<file path="config.mk">
export PLATFORM = sky130hd
export DESIGN_NAME = edit_dist_array
export DESIGN_NICKNAME = d
export VERILOG_FILES = /design/src/rtl/edist_pkg.sv /design/src/rtl/edist_pe.sv /design/src/rtl/edist_ctrl.sv /design/src/rtl/edit_dist_array.sv
export SDC_FILE = /design/constraint.sdc
export NUM_CORES = 1
export LEC_CHECK = 0
export BUFFER_PORTS_ARGS = -buffer_cell sky130_fd_sc_hd__buf_2
export CORE_ASPECT_RATIO = 1.75
export CORE_MARGIN = 5
export CORE_UTILIZATION = 58
export DETAILED_ROUTE_END_ITERATION = 12
export PLACE_DENSITY_LB_ADDON = 0.2
export SETUP_SLACK_MARGIN = 0.3
export SYNTH_ARGS = -nofsm -noshare
export SYNTH_HDL_FRONTEND = slang
export SYNTH_HIERARCHICAL = 1
export SYNTH_SLANG_ARGS = --single-unit
</file>
<file path="constraint.sdc">
create_clock -name clk -period 5.4 [get_ports clk]
set_clock_uncertainty 0.2 [all_clocks]
set_input_delay 0.54 -clock clk [delete_from_list [all_inputs] [get_ports clk]]
set_output_delay 0.54 -clock clk [all_outputs]
set_load 0.1 [all_outputs]
</file>
<file path="src/rtl/edist_pkg.sv">
package edist_pkg;

   localparam int CHAR_W = 3;

   typedef enum logic [CHAR_W-1:0] {
      NUC_NONE = 3'd0,
      NUC_A    = 3'd1,
      NUC_C    = 3'd2,
      NUC_G    = 3'd3,
      NUC_T    = 3'd4
   } nuc_e;

   // addition clamped at a limit, used for all distance arithmetic
   function automatic int unsigned sat_add(int unsigned a, int unsigned b, int unsigned lim);
      int unsigned s;
      s = a + b;
      return (s > lim) ? lim : s;
   endfunction

   function automatic int unsigned min3(int unsigned a, int unsigned b, int unsigned c);
      int unsigned m;
      m = (a < b) ? a : b;
      return (c < m) ? c : m;
   endfunction

endpackage

</file>
<file path="src/rtl/edist_pe.sv">
module edist_pe #(
   parameter int DIST_W   = 8,
   parameter int INS_COST = 1,
   parameter int DEL_COST = 1,
   parameter int SUB_COST = 2
) (
   input  logic                         clk,
   input  logic                         rst_n,
   input  logic                         clr_i,
   input  logic [edist_pkg::CHAR_W-1:0] s_chr_i,
   input  logic [DIST_W-1:0]            s_dst_i,
   input  logic [edist_pkg::CHAR_W-1:0] t_chr_i,
   input  logic [DIST_W-1:0]            t_dst_i,
   output logic [edist_pkg::CHAR_W-1:0] s_chr_o,
   output logic [edist_pkg::CHAR_W-1:0] t_chr_o,
   output logic [DIST_W-1:0]            dst_o
);
   import edist_pkg::*;

   localparam int unsigned DMAX = (32'd1 << DIST_W) - 1;

   logic                s_on, t_on;
   logic [DIST_W-1:0]   dist_q, dist_d;
   int unsigned         via_sub, via_del, via_ins, best, floor_v;

   assign s_on = (s_chr_i != '0);
   assign t_on = (t_chr_i != '0);

   always_comb begin
      via_sub = sat_add(32'(dist_q), (s_chr_i == t_chr_i) ? 32'd0 : 32'(SUB_COST), DMAX);
      via_del = sat_add(32'(t_dst_i), 32'(DEL_COST), DMAX);
      via_ins = sat_add(32'(s_dst_i), 32'(INS_COST), DMAX);
      best    = min3(via_sub, via_del, via_ins);
      floor_v = min3(32'(dist_q), 32'(t_dst_i), 32'(s_dst_i));
   end

   always_comb begin
      unique case ({s_on, t_on})
         2'b11:   dist_d = DIST_W'(best);
         2'b10:   dist_d = s_dst_i;
         2'b01:   dist_d = t_dst_i;
         default: dist_d = dist_q;
      endcase
   end

   always_ff @(posedge clk) begin
      if (!rst_n) begin
         s_chr_o <= '0;
         t_chr_o <= '0;
         dist_q  <= '0;
      end else begin
         s_chr_o <= s_chr_i;
         t_chr_o <= t_chr_i;
         dist_q  <= clr_i ? '0 : dist_d;
      end
   end

   assign dst_o = dist_q;

   AST_IDLE_HOLD: assert property (@(posedge clk) disable iff (!rst_n)
      (!s_on && !t_on && !clr_i) |=> $stable(dst_o));

   AST_SUB_BOUND: assert property (@(posedge clk) disable iff (!rst_n)
      (s_on && t_on && !clr_i) |=> (32'(dst_o) <= $past(via_sub)));

   AST_NO_WRAP: assert property (@(posedge clk) disable iff (!rst_n)
      (s_on && t_on && !clr_i) |=> (32'(dst_o) >= $past(floor_v)));

endmodule

</file>
<file path="src/rtl/edist_ctrl.sv">
module edist_ctrl #(
   parameter int MAX_LEN  = 8,
   parameter int DIST_W   = 8,
   parameter int INS_COST = 1,
   parameter int DEL_COST = 1,
   parameter int N_PE     = 15
) (
   input  logic                         clk,
   input  logic                         rst_n,
   input  logic [edist_pkg::CHAR_W-1:0] src_char_i,
   input  logic [edist_pkg::CHAR_W-1:0] tgt_char_i,
   output logic [DIST_W-1:0]            src_bnd_o,
   output logic [DIST_W-1:0]            tgt_bnd_o,
   output logic [DIST_W-1:0]            src_acc_o,
   output logic [DIST_W-1:0]            tgt_acc_o,
   output logic [$clog2(MAX_LEN+1)-1:0] src_len_o,
   output logic [$clog2(MAX_LEN+1)-1:0] tgt_len_o,
   output logic                         fire_o
);
   import edist_pkg::*;

   localparam int unsigned DMAX     = (32'd1 << DIST_W) - 1;
   localparam int          IDLE_LIM = N_PE + 2;
   localparam int          CNT_W    = $clog2(IDLE_LIM + 1);

   logic             active_q;
   logic [CNT_W-1:0] idle_q;
   logic             s_in, t_in;

   assign s_in = (src_char_i != '0);
   assign t_in = (tgt_char_i != '0);

   assign src_bnd_o = DIST_W'(sat_add(32'(src_acc_o), 32'(DEL_COST), DMAX));
   assign tgt_bnd_o = DIST_W'(sat_add(32'(tgt_acc_o), 32'(INS_COST), DMAX));
   assign fire_o    = active_q && (32'(idle_q) == IDLE_LIM) && !s_in && !t_in;

   always_ff @(posedge clk) begin
      if (!rst_n || fire_o) begin
         active_q  <= 1'b0;
         idle_q    <= '0;
         src_len_o <= '0;
         tgt_len_o <= '0;
         src_acc_o <= '0;
         tgt_acc_o <= '0;
      end else begin
         if (s_in) begin
            src_len_o <= src_len_o + 1'b1;
            src_acc_o <= src_bnd_o;
         end
         if (t_in) begin
            tgt_len_o <= tgt_len_o + 1'b1;
            tgt_acc_o <= tgt_bnd_o;
         end
         if (s_in || t_in) begin
            active_q <= 1'b1;
            idle_q   <= '0;
         end else if (active_q && (32'(idle_q) < IDLE_LIM)) begin
            idle_q <= idle_q + 1'b1;
         end
      end
   end

   AST_SRC_LEN: assert property (@(posedge clk) disable iff (!rst_n)
      s_in |-> (32'(src_len_o) < MAX_LEN));

   AST_TGT_LEN: assert property (@(posedge clk) disable iff (!rst_n)
      t_in |-> (32'(tgt_len_o) < MAX_LEN));

   AST_NO_IDLE_FIRE: assert property (@(posedge clk) disable iff (!rst_n)
      fire_o |-> (src_len_o != '0 || tgt_len_o != '0));

endmodule

</file>
<file path="src/rtl/edit_dist_array.sv">
module edit_dist_array #(
   parameter int MAX_LEN  = 8,
   parameter int DIST_W   = 8,
   parameter int INS_COST = 1,
   parameter int DEL_COST = 1,
   parameter int SUB_COST = 2
) (
   input  logic              clk,
   input  logic              rst_n,
   input  logic [2:0]        src_char_i,
   input  logic [2:0]        tgt_char_i,
   output logic [DIST_W-1:0] dist_o,
   output logic              done_o
);
   import edist_pkg::*;

   localparam int N_PE  = 2 * MAX_LEN - 1;
   localparam int MID   = MAX_LEN - 1;
   localparam int LEN_W = $clog2(MAX_LEN + 1);

   if (MAX_LEN < 1) begin : g_bad_len
      $error("MAX_LEN must be at least 1");
   end
   if (DIST_W < 2 || DIST_W > 16) begin : g_bad_width
      $error("DIST_W must lie in 2..16");
   end
   if (INS_COST >= (1 << DIST_W) || DEL_COST >= (1 << DIST_W) || SUB_COST >= (1 << DIST_W))
   begin : g_bad_cost
      $error("costs must fit in DIST_W bits");
   end

   logic [CHAR_W-1:0] sc_bus  [N_PE];
   logic [CHAR_W-1:0] tc_bus  [N_PE];
   logic [DIST_W-1:0] pe_dist [N_PE];

   logic [DIST_W-1:0] src_bnd, tgt_bnd, src_acc, tgt_acc;
   logic [LEN_W-1:0]  src_len, tgt_len;
   logic              fire;

   edist_ctrl #(
      .MAX_LEN (MAX_LEN),
      .DIST_W  (DIST_W),
      .INS_COST(INS_COST),
      .DEL_COST(DEL_COST),
      .N_PE    (N_PE)
   ) u_ctrl (
      .clk       (clk),
      .rst_n     (rst_n),
      .src_char_i(src_char_i),
      .tgt_char_i(tgt_char_i),
      .src_bnd_o (src_bnd),
      .tgt_bnd_o (tgt_bnd),
      .src_acc_o (src_acc),
      .tgt_acc_o (tgt_acc),
      .src_len_o (src_len),
      .tgt_len_o (tgt_len),
      .fire_o    (fire)
   );

   for (genvar k = 0; k < N_PE; k++) begin : g_pe
      logic [CHAR_W-1:0] s_chr, t_chr;
      logic [DIST_W-1:0] s_dst, t_dst;

      if (k == 0) begin : g_left_edge
         assign s_chr = src_char_i;
         assign s_dst = src_bnd;
      end else begin : g_left_link
         assign s_chr = sc_bus[k-1];
         assign s_dst = pe_dist[k-1];
      end

      if (k == N_PE - 1) begin : g_right_edge
         assign t_chr = tgt_char_i;
         assign t_dst = tgt_bnd;
      end else begin : g_right_link
         assign t_chr = tc_bus[k+1];
         assign t_dst = pe_dist[k+1];
      end

      edist_pe #(
         .DIST_W  (DIST_W),
         .INS_COST(INS_COST),
         .DEL_COST(DEL_COST),
         .SUB_COST(SUB_COST)
      ) u_pe (
         .clk    (clk),
         .rst_n  (rst_n),
         .clr_i  (fire),
         .s_chr_i(s_chr),
         .s_dst_i(s_dst),
         .t_chr_i(t_chr),
         .t_dst_i(t_dst),
         .s_chr_o(sc_bus[k]),
         .t_chr_o(tc_bus[k]),
         .dst_o  (pe_dist[k])
      );
   end

   // the last source and target characters meet MID + n - m elements from the left
   int                sel;
   logic [DIST_W-1:0] pick, result;

   always_comb begin
      sel  = MID + int'(tgt_len) - int'(src_len);
      pick = '0;
      for (int k = 0; k < N_PE; k++) begin
         if (k == sel) pick = pe_dist[k];
      end
      if (src_len == '0)      result = tgt_acc;
      else if (tgt_len == '0) result = src_acc;
      else                    result = pick;
   end

   always_ff @(posedge clk) begin
      if (!rst_n) begin
         dist_o <= '0;
         done_o <= 1'b0;
      end else begin
         done_o <= fire;
         if (fire) dist_o <= result;
      end
   end

   AST_DONE_PULSE: assert property (@(posedge clk) disable iff (!rst_n)
      done_o |=> !done_o);

   AST_CLEAR_ON_DONE: assert property (@(posedge clk) disable iff (!rst_n)
      done_o |-> (pe_dist[MID] == '0));

   AST_RESULT_HELD: assert property (@(posedge clk) disable iff (!rst_n)
      !done_o |-> $stable(dist_o));

endmodule

</file>
; Word level (Yosys, flattened, before mapping)
; Index checks and enable logic that the tools add are counted.
[totals]
register_bits = 243
latchBits = 0
ramBits = 0
mem_bits_ro = 0
inputBits = 8
output_inout_bits = 9
word_cells = 401
memories = 0
[op_classes]
addsub = 39
multipliers = 0
n_div = 0
n_lt_le_gt_ge = 65
n_eq_ne = 75
shifts = 0
n_mux = 111
bitwise_logic = 1
reduce_logical = 59
[op_table]
columns = operator, count
row1 = $gt 32x8->1 const B, 32
row2 = $mux 32, 32
row3 = $lt 32x32->1, 29
row4 = $add 8x32->32, 15
row5 = $pmux 8 s3, 15
row6 = $mux 8, 34
row7 = $add 8x1->9 const B, 19
row8 = $mux 9, 15
row9 = $reduce_bool 3->1, 45
row10 = $eq 2x2->1 const B, 30
row11 = $eq 3x3->1, 15
row12 = $eq 5x6->1 const A, 7
row13 = $logic_not 32->1, 1
row14 = $lt 9x32->1, 1
row15 = $eq 2x1->1 const B, 15
row16 = $mux 2, 15
row17 = $eq 4x6->1 const A, 4
row18 = $gt 9x8->1 const B, 2
row19 = $eq 3x6->1 const A, 2
row20 = $add 4x1->4 const B, 2
row21 = $logic_not 4->1, 2
row22 = $eq 2x6->1 const A, 1
row23 = $sub 5x4->6, 1
row24 = $add 3x4->5 const A, 1
row25 = other kinds (8), 15

; Longest topological paths before layout
; Gate-level depths: netlist of run 1.
[logic_depth]
word_depth = 20
mapped_depth = 24
depth_no_buf = 23

; Modules after synthesis
; The synthesis of run 1 kept the hierarchy.
[modules_own_cells]
columns = module, n_inst, cells_each, area_per_inst_um2, seq_area_each_um2
row1 = edist_pe (g_pe[0].u_pe ...), 8, 232, 1844.3, 280.3
row2 = edist_pe (g_pe[3].u_pe ...), 7, 234, 1883.1, 280.3
row3 = edit_dist_array, 1, 290, 2152.1, 180.2
row4 = edist_ctrl, 1, 199, 1721.7, 600.6

; Least setup slack after synthesis of run 1
; OpenSTA, ideal clock, no wires.
[synth_path]
path_kind = register to register
start = register u_ctrl.tgt_acc_o[0]
end = register g_pe[14].u_pe.dist_q[3]
setup_ps = 116
arrival_ps = 4850
required_time_ps = 5084
slack_ps = 234
stages_incl_launch_ff = 22
n_path_buf = 1
period_less_slack_ps = 5166
cell_sequence = dfxtp_1 -> ha_1 -> nand4_2 -> o21ai_0 -> ha_1 -> and3_1 -> and3_1 -> mux2i_1 -> ha_1 -> o21ai_0 -> o211ai_1 -> and3b_1 -> nor2_4 -> o21ai_0 -> ha_1 -> a21o_1 -> a21oi_1 -> o221ai_1 -> o31ai_2 -> buf_6 -> nand4b_1 -> o211a_1
[synth_via]
elab_chain_len = 11
[synth_lines]
columns = element, line
row1 = start: declaration, edist_ctrl.sv:15  ; output logic [DIST_W-1:0] tgt_acc_o,
row2 = start signal: assignment, edist_ctrl.sv:52  ; tgt_acc_o <= tgt_bnd_o;
row3 = $add 8x1->9 (*), edist_pkg.sv:16  ; s = a + b;
row4 = $gt 9x8->1, edist_pkg.sv:17  ; return (s > lim) ? lim : s;
row5 = $mux 8 (*), edist_pkg.sv:17
row6 = net g_pe[14].t_dst[0], edit_dist_array.sv:62  ; logic [DIST_W-1:0] s_dst, t_dst;
row7 = $add 8x1->9 (*), edist_pkg.sv:16
row8 = $gt 32x8->1, edist_pkg.sv:17
row9 = $mux 32 (*), edist_pkg.sv:17
row10 = $lt 32x32->1, edist_pkg.sv:22  ; m = (a < b) ? a : b;
row11 = $mux 32 (*), edist_pkg.sv:22
row12 = $lt 9x32->1, edist_pkg.sv:23  ; return (c < m) ? c : m;
row13 = $mux 8 (*), edist_pkg.sv:23
row14 = $pmux 8 s3 (*), edist_pe.sv:38  ; unique case ({s_on, t_on})
row15 = end signal: assignment, edist_pe.sv:54  ; dist_q <= clr_i ? '0 : dist_d;
row16 = end: declaration, edist_pe.sv:23  ; logic [DIST_W-1:0] dist_q, dist_d;
; Mark *: on every way through the listed nets, which the timed path passes. The rest lies on a longest branch.
; A chain may end at the register's enable or synchronous reset.

; Final worst setup path of run 1
[layout_path]
start = register g_pe[3].u_pe/t_chr_o[2] (netlist name)
end = register g_pe[2].u_pe.dist_q[0]
[layout_via]
elab_chain_len = 10
elab_cells_between_ends = 15
cone_classes = 1 x add/sub / 3 x order compare / 4 x eq/ne / 5 x mux / 2 x reduce/logical
[layout_lines]
columns = element, line
row1 = start: declaration, edist_pe.sv:15  ; output logic [edist_pkg::CHAR_W-1:0] t_chr_o,
row2 = start signal: assignment, edist_pe.sv:53  ; t_chr_o <= t_chr_i;
row3 = $eq 3x3->1, edist_pe.sv:30  ; via_sub = sat_add(32'(dist_q), (s_chr_i == t_chr_i) ? 32'd0 : 32'(SUB_COST), DMAX);
row4 = $mux 2, edist_pe.sv:30
row5 = $add 8x32->32, edist_pkg.sv:16
row6 = $gt 32x8->1, edist_pkg.sv:17
row7 = $mux 32, edist_pkg.sv:17
row8 = $lt 32x32->1, edist_pkg.sv:22
row9 = $mux 32, edist_pkg.sv:22
row10 = $lt 32x32->1, edist_pkg.sv:23
row11 = $mux 8, edist_pkg.sv:23
row12 = $pmux 8 s3, edist_pe.sv:38
row13 = end signal: assignment, edist_pe.sv:54
row14 = end: declaration, edist_pe.sv:23
; Parallel ways exist; a longest one is shown, timed or not.

==> results of run 1 <==
## final timing paths
kind / startpoint / to / slack (ns) / depth (start not counted)
setup / recovery: g_pe[3].u_pe/t_chr_o[2] / g_pe[2].u_pe/dst_o[0] / 0.27 / 24
hold / removal: src_char_i[0] / g_pe[0].u_pe/s_chr_o[0] / 0.07 / 2
hold reg to reg: g_pe[4].u_pe/t_chr_o[1] / g_pe[3].u_pe/t_chr_o[1] / 0.28 / 1
setup reg to reg: g_pe[3].u_pe/t_chr_o[2] / g_pe[2].u_pe/dst_o[0] / 0.27 / 24
## metal layers
layer  share of wire [%]  wire length [microns]  track usage (%)
met1                  35                  37500             33.2
met5                   0                      0                0
met2                  52                  55600             60.9
met3                 5.7                   6070             4.01
met4                 7.5                   8040             21.9
## timing repair
action,CTS,global route
gates cloned,9,6
endpoints found under the setup margin,77,119
endpoints found under the hold margin,0,0
resized for setup,87,346
pin swaps,29,145
buffers inserted,7,63
## worst max-delay path, cell delays in order (launching register included)
cell	delay (ns)
dfxtp_2	0.34
xnor2_2	0.16
nand3_2	0.12
ha_2	0.20
ha_2	0.18
and3_4	0.19
nand3_1	0.12
mux2i_2	0.27
inv_1	0.11
ha_4	0.29
o21ai_2	0.07
o211ai_1	0.25
and3b_2	0.30
nor2_4	0.24
nand2_2	0.09
o21ai_2	0.08
ha_1	0.28
a21o_1	0.20
a21oi_2	0.19
o221ai_4	0.14
buf_6	0.15
o22a_4	0.24
a21oi_2	0.16
a21oi_1	0.09
o31a_1	0.35
## stage by stage
stage,utilization [%],std cells,setup TNS (ns)
3_3_place_gp,62.9,4849,-1.89
3_5_place_dp,62.9,4849,-4.01
2_1_floorplan,-,4016,0
4_1_cts,65.5,4911,0
5_1_grt,69.3,4980,0
6_report,69.3,4980,0
## power by group
group / leakage (nW) / switching [mW] / internal, mW
sequential: 1.99 / 0.111 / 1.85
clock: 0.453 / 0.832 / 1.16
combinational: 13.5 / 2.60 / 1.77
total: 15.9 / 3.55 / 4.78
## flip-flops by register name, summed over array words and instances, names as in the netlist
name,count
u_ctrl/tgt_len_o,4
dist_o,8
u_ctrl/idle_q,5
u_ctrl/src_len_o,4
u_ctrl/src_acc_o,8
g_pe.u_pe/s_chr_o,42
done_o,1
u_ctrl/tgt_acc_o,8
g_pe.u_pe/t_chr_o,42
g_pe.u_pe/dst_o,120
u_ctrl/active_q,1
## cell type report
class | instances | area (sq um)
sequential | 243 | 4920
clock inverter | 13 | 179
clock buffer | 33 | 738
inverter | 169 | 634
multi-input combinational | 3503 | 27700
fill | 4389 | 16600
tap | 690 | 863
timing repair buffer | 329 | 2470
==> impl_metrics.tcl, run 1 <==
set metrics [dict create \
    worstSetupEndpointType "flip-flop" \
    path_max_fanout 5 \
    core_area_sq_um 54200 \
    setup_slack_ns 0.271 \
    cts.sinks 243 \
    grt_pass1_vias 32300 \
    final.min_clock_period_ns 5.13 \
    syn_avg_cell_area_sq_um 7.97 \
    io_pins 17 \
    setup_viol 0 \
    syn-cell-area_sq_um 31700 \
    dpl_cell_area_sq_um 34100 \
    period_share_pct 95.0 \
    pwr_density_cell_nw_per_um2 222 \
    grt_overflow 0 \
    power_mw 8.33 \
    final_cell_area_sq_um 37500 \
    start_kind "flip-flop" \
    insertion_delay_ns 0.57 \
    max_slew.worst_pin.slew_ns 0.977 \
    cp.arrival_ns 5.37 \
    die_h_microns 319 \
    whs_ns 0.0696 \
    ys_warn_count 6 \
    grt_pass1_wl_microns 163000 \
    path_clk_slew_ns 0.07 \
    cts_max_level 1 \
    critical_path_class "flip-flop to flip-flop" \
    grt_max_degree 88 \
    slew_headroom_pct 34.4 \
    start_util_pct 58.5 \
    drv_slew 0 \
    die_area_sq_um 59500 \
    status "finished, final reports clean" \
    die_width_microns 187 \
    wirelength_microns 107000 \
    final_antenna_net_count 0 \
    first_pass_iters 6 \
    dp_worst_setup_slack_ns -0.325 \
    min_path_type "primary input to flip-flop" \
    final_common_cell "nand2_1" \
    hold_violations 0 \
    final_cell_mix "nand2_1 (355), ha_1 (350), buf_4 (305)" \
    drc 0 \
    max-vdd-ir-drop_mv 0.235 \
    dp_hpwl_microns 78600 \
    rsz0062_at_grt "no" \
    grt_usage_pct 32.4 \
    holdBufCountCts 0 \
    n_antenna_cell 0 \
    cts_buffers 26 \
    fmax_ghz 0.195 \
    antenna_found_initial 0 \
    initialDrtViolationCount 2632 \
    vias 33300 \
    syn_to_final_growth_pct 18.6 \
    worstPathRequired_ns 5.64 \
    fin_nets 4671 \
    port_buffers 16 \
    wl_per_cell_microns 21.5 \
    drive_above_1_share_pct 23.9 \
    cap_violations 0 \
    cts_max_path_buffers 3 \
    cts_tree "yes" \
    p_leak_nw 15.9 \
    viasPerCell 6.69 \
    place_congestion 0.963 \
    fp-row-count 113 \
    cts-root-buf "clkbuf_16" \
    syn_inst 3971 \
]
Power figures use the tool's default switching activity.
==> run 2, diff against run 1 <==
--- a/config.mk
+++ b/config.mk
@@ -10,8 +10,7 @@
 export CORE_MARGIN = 5
 export CORE_UTILIZATION = 58
 export DETAILED_ROUTE_END_ITERATION = 12
-export PLACE_DENSITY_LB_ADDON = 0.2
-export SETUP_SLACK_MARGIN = 0.3
+export PLACE_DENSITY = 0.84
 export SYNTH_ARGS = -nofsm -noshare
 export SYNTH_HDL_FRONTEND = slang
 export SYNTH_HIERARCHICAL = 1
==> run 2 against run 1 <==
- the flow now finishes with violations (negative setup slack)
- power fell by 5.4%
- combinational power fell by 9.8%
- maximum frequency fell by 5.5%
- cell count fell by 1.8%
- largest cell class unchanged
==> impl_metrics.tcl, run 2 (synthesized netlist as in run 1, its figures left out) <==
set metrics [dict create \
    violations "negative setup slack" \
    io_pins 17 \
    drc 0 \
    cts_max_level 1 \
    status "complete, but fails checks" \
    grt_most_used_layer "met2" \
    cap_violations 0 \
    whs_ns 0.107 \
    drive_above_1_share_pct 17.1 \
    fin_nets 4583 \
    wirelength_microns 102000 \
    cts-root-buf "clkbuf_16" \
    grt_pass1_wl_microns 158000 \
    min_path_type "primary input to flip-flop" \
    worstSetupEndpointType "flip-flop" \
    final_antenna_net_count 0 \
    grt_pass1_vias 32400 \
    vias 33500 \
    start_kind "flip-flop" \
    die_h_microns 319 \
    cts_max_path_buffers 3 \
    timing.rr.end "g_pe[10].u_pe/dst_o[0]" \
    reg2reg_depth 23 \
    drv_slew 0 \
    grt_overflow 0 \
    syn_to_final_growth_pct 12.0 \
    setup_viol 1 \
    final_cell_area_sq_um 35500 \
    insertion_delay_ns 0.58 \
    first_pass_iters 6 \
    start_util_pct 58.5 \
    fmax_ghz 0.184 \
    cts.sinks 243 \
    dp_hpwl_microns 75900 \
    grt_use_met2_pct 57.2 \
    holdBufCountCts 0 \
    final_common_cell "ha_1" \
    path_max_fanout 5 \
    period_share_pct 100 \
    grt_max_degree 78 \
    largest_reg_flops 120 \
    n_antenna_cell 0 \
    worstSetupEndpoint "g_pe[10].u_pe/dst_o[0]" \
    p_leak_nw 15.2 \
    path_clk_slew_ns 0.07 \
    fin_util_pct 65.5 \
    place_congestion 0.990 \
    cts_buffers 27 \
    core_area_sq_um 54200 \
    pwr_density_cell_nw_per_um2 222 \
    antenna_found_initial 1 \
    die_area_sq_um 59500 \
    slew_headroom_pct 29.1 \
    setup_slack_ns -0.0251 \
    reg2reg_setup_slack_ns -0.03 \
    grt_use_met3_pct 3.64 \
    grt_usage_pct 31.0 \
    crit_start "g_pe[11].u_pe/t_chr_o[2]" \
    grt_use_met1_pct 32.1 \
    max-vdd-ir-drop_mv 0.339 \
    die_width_microns 187 \
    initialDrtViolationCount 3002 \
    fp-row-count 113 \
    dpl_cell_area_sq_um 33800 \
    worstPathRequired_ns 5.64 \
    cts_tree "yes" \
    cp.arrival_ns 5.67 \
    wl_per_cell_microns 20.8 \
    hold_violations 0 \
    final_cell_mix "ha_1 (389), nand2_1 (361), nor2_1 (296)" \
    fillers 4439 \
    max_slew.worst_pin.slew_ns 1.05 \
    critical_path_class "flip-flop to flip-flop" \
    final.min_clock_period_ns 5.43 \
    reg2reg_from "g_pe[11].u_pe/t_chr_o[2]" \
    viasPerCell 6.85 \
    port_buffers 16 \
]
-- run 2: cell count changes in the layout (fill, tap and decap cells not counted), moves of 19 or more --
cell and delta:
buf_4 -81, ha_1 +39, dfxtp_1 +37, dfxtp_2 -36, o21ai_0 +35, a21oi_1 +29
ha_4 -22, a21oi_2 -19
-- run 2: final cells by class --
| cell class | instances | area, sq um | share of cell area [%] |
|---|---|---|---|
| multi-input combinational | 3502 | 26400 | 74.5 |
| timing repair buffer | 241 | 1780 | 5.02 |
| sequential | 243 | 4870 | 13.7 |
| tap | 690 | 863 | 2.43 |
| inverter | 169 | 634 | 1.79 |
| clock buffer | 29 | 703 | 1.98 |
| clock inverter | 15 | 194 | 0.547 |
-- run 2: power by group --
part | total, mW | internal (mW) | switching [mW] | leakage, nW
Combinational | 3.94 | 1.53 | 2.41 | 12.8
Clock | 1.96 | 1.13 | 0.836 | 0.436
Sequential | 1.97 | 1.85 | 0.114 | 1.97
Total | 7.87 | 4.51 | 3.36 | 15.2
-- run 2: repair_timing --
item | 4_1_cts | 5_1_grt
pin swaps | 0 | 32
cloned | 0 | 13
setup buffers | 0 | 21
gates resized for setup | 6 | 106
endpoints found under the setup margin | 31 | 95
-- run 2: how the worst min path moves through the flow --
stage | start | to | slack (ns) | cells after the start
global placement | g_pe[4].u_pe/s_chr_o[2] | g_pe[5].u_pe/s_chr_o[2] | 0.28 | 1
global route | tgt_char_i[2] | g_pe[14].u_pe/t_chr_o[2] | 0.11 | 2
detailed placement | g_pe[4].u_pe/s_chr_o[0] | g_pe[5].u_pe/s_chr_o[0] | 0.28 | 1
finish | tgt_char_i[2] | g_pe[14].u_pe/t_chr_o[2] | 0.11 | 2
floorplan | g_pe[9].u_pe/s_chr_o[2] | g_pe[10].u_pe/s_chr_o[2] | 0.27 | 1
CTS | tgt_char_i[2] | g_pe[14].u_pe/t_chr_o[2] | 0.08 | 2
-- run 2: worst max-delay path, cell delays in order (launching register included) --
cell	delay (ns)
dfxtp_1	0.37
xnor2_1	0.13
nand3_1	0.16
ha_1	0.25
ha_1	0.20
and3_1	0.21
nand3_1	0.10
mux2i_1	0.28
inv_1	0.08
ha_1	0.29
and4_1	0.21
a21boi_1	0.26
o22ai_4	0.14
nor2_4	0.20
nand2_1	0.08
o21ai_1	0.17
ha_1	0.31
a21o_1	0.18
a21oi_1	0.43
o221ai_4	0.20
o22a_2	0.31
a21oi_1	0.16
a21oi_1	0.07
o31a_1	0.29
-- run 2: stage by stage --
stage	setup TNS [ns]	std cells	setup slack [ns]	total power, mW
2_1_floorplan	0	4016	0.234	4.54
4_1_cts	0	4855	0.0117	7.37
5_1_grt	-2.23	4889	-0.269	8.25
6_report	-0.0251	4889	-0.0251	7.87
3_3_place_gp	-2.32	4811	-0.251	5.30
3_5_place_dp	-4.14	4811	-0.367	5.38
-- run 2: layer usage --
| layer | share of wire (%) | vias to the layer above | wire (microns) |
|---|---|---|---|
| met5 | 0 | - | 0 |
| met4 | 8.7 | 0 | 8870 |
| met3 | 6.8 | 664 | 6940 |
| met2 | 50 | 1758 | 50700 |
| met1 | 35 | 15700 | 35200 |
| li1 | - | 15400 | - |
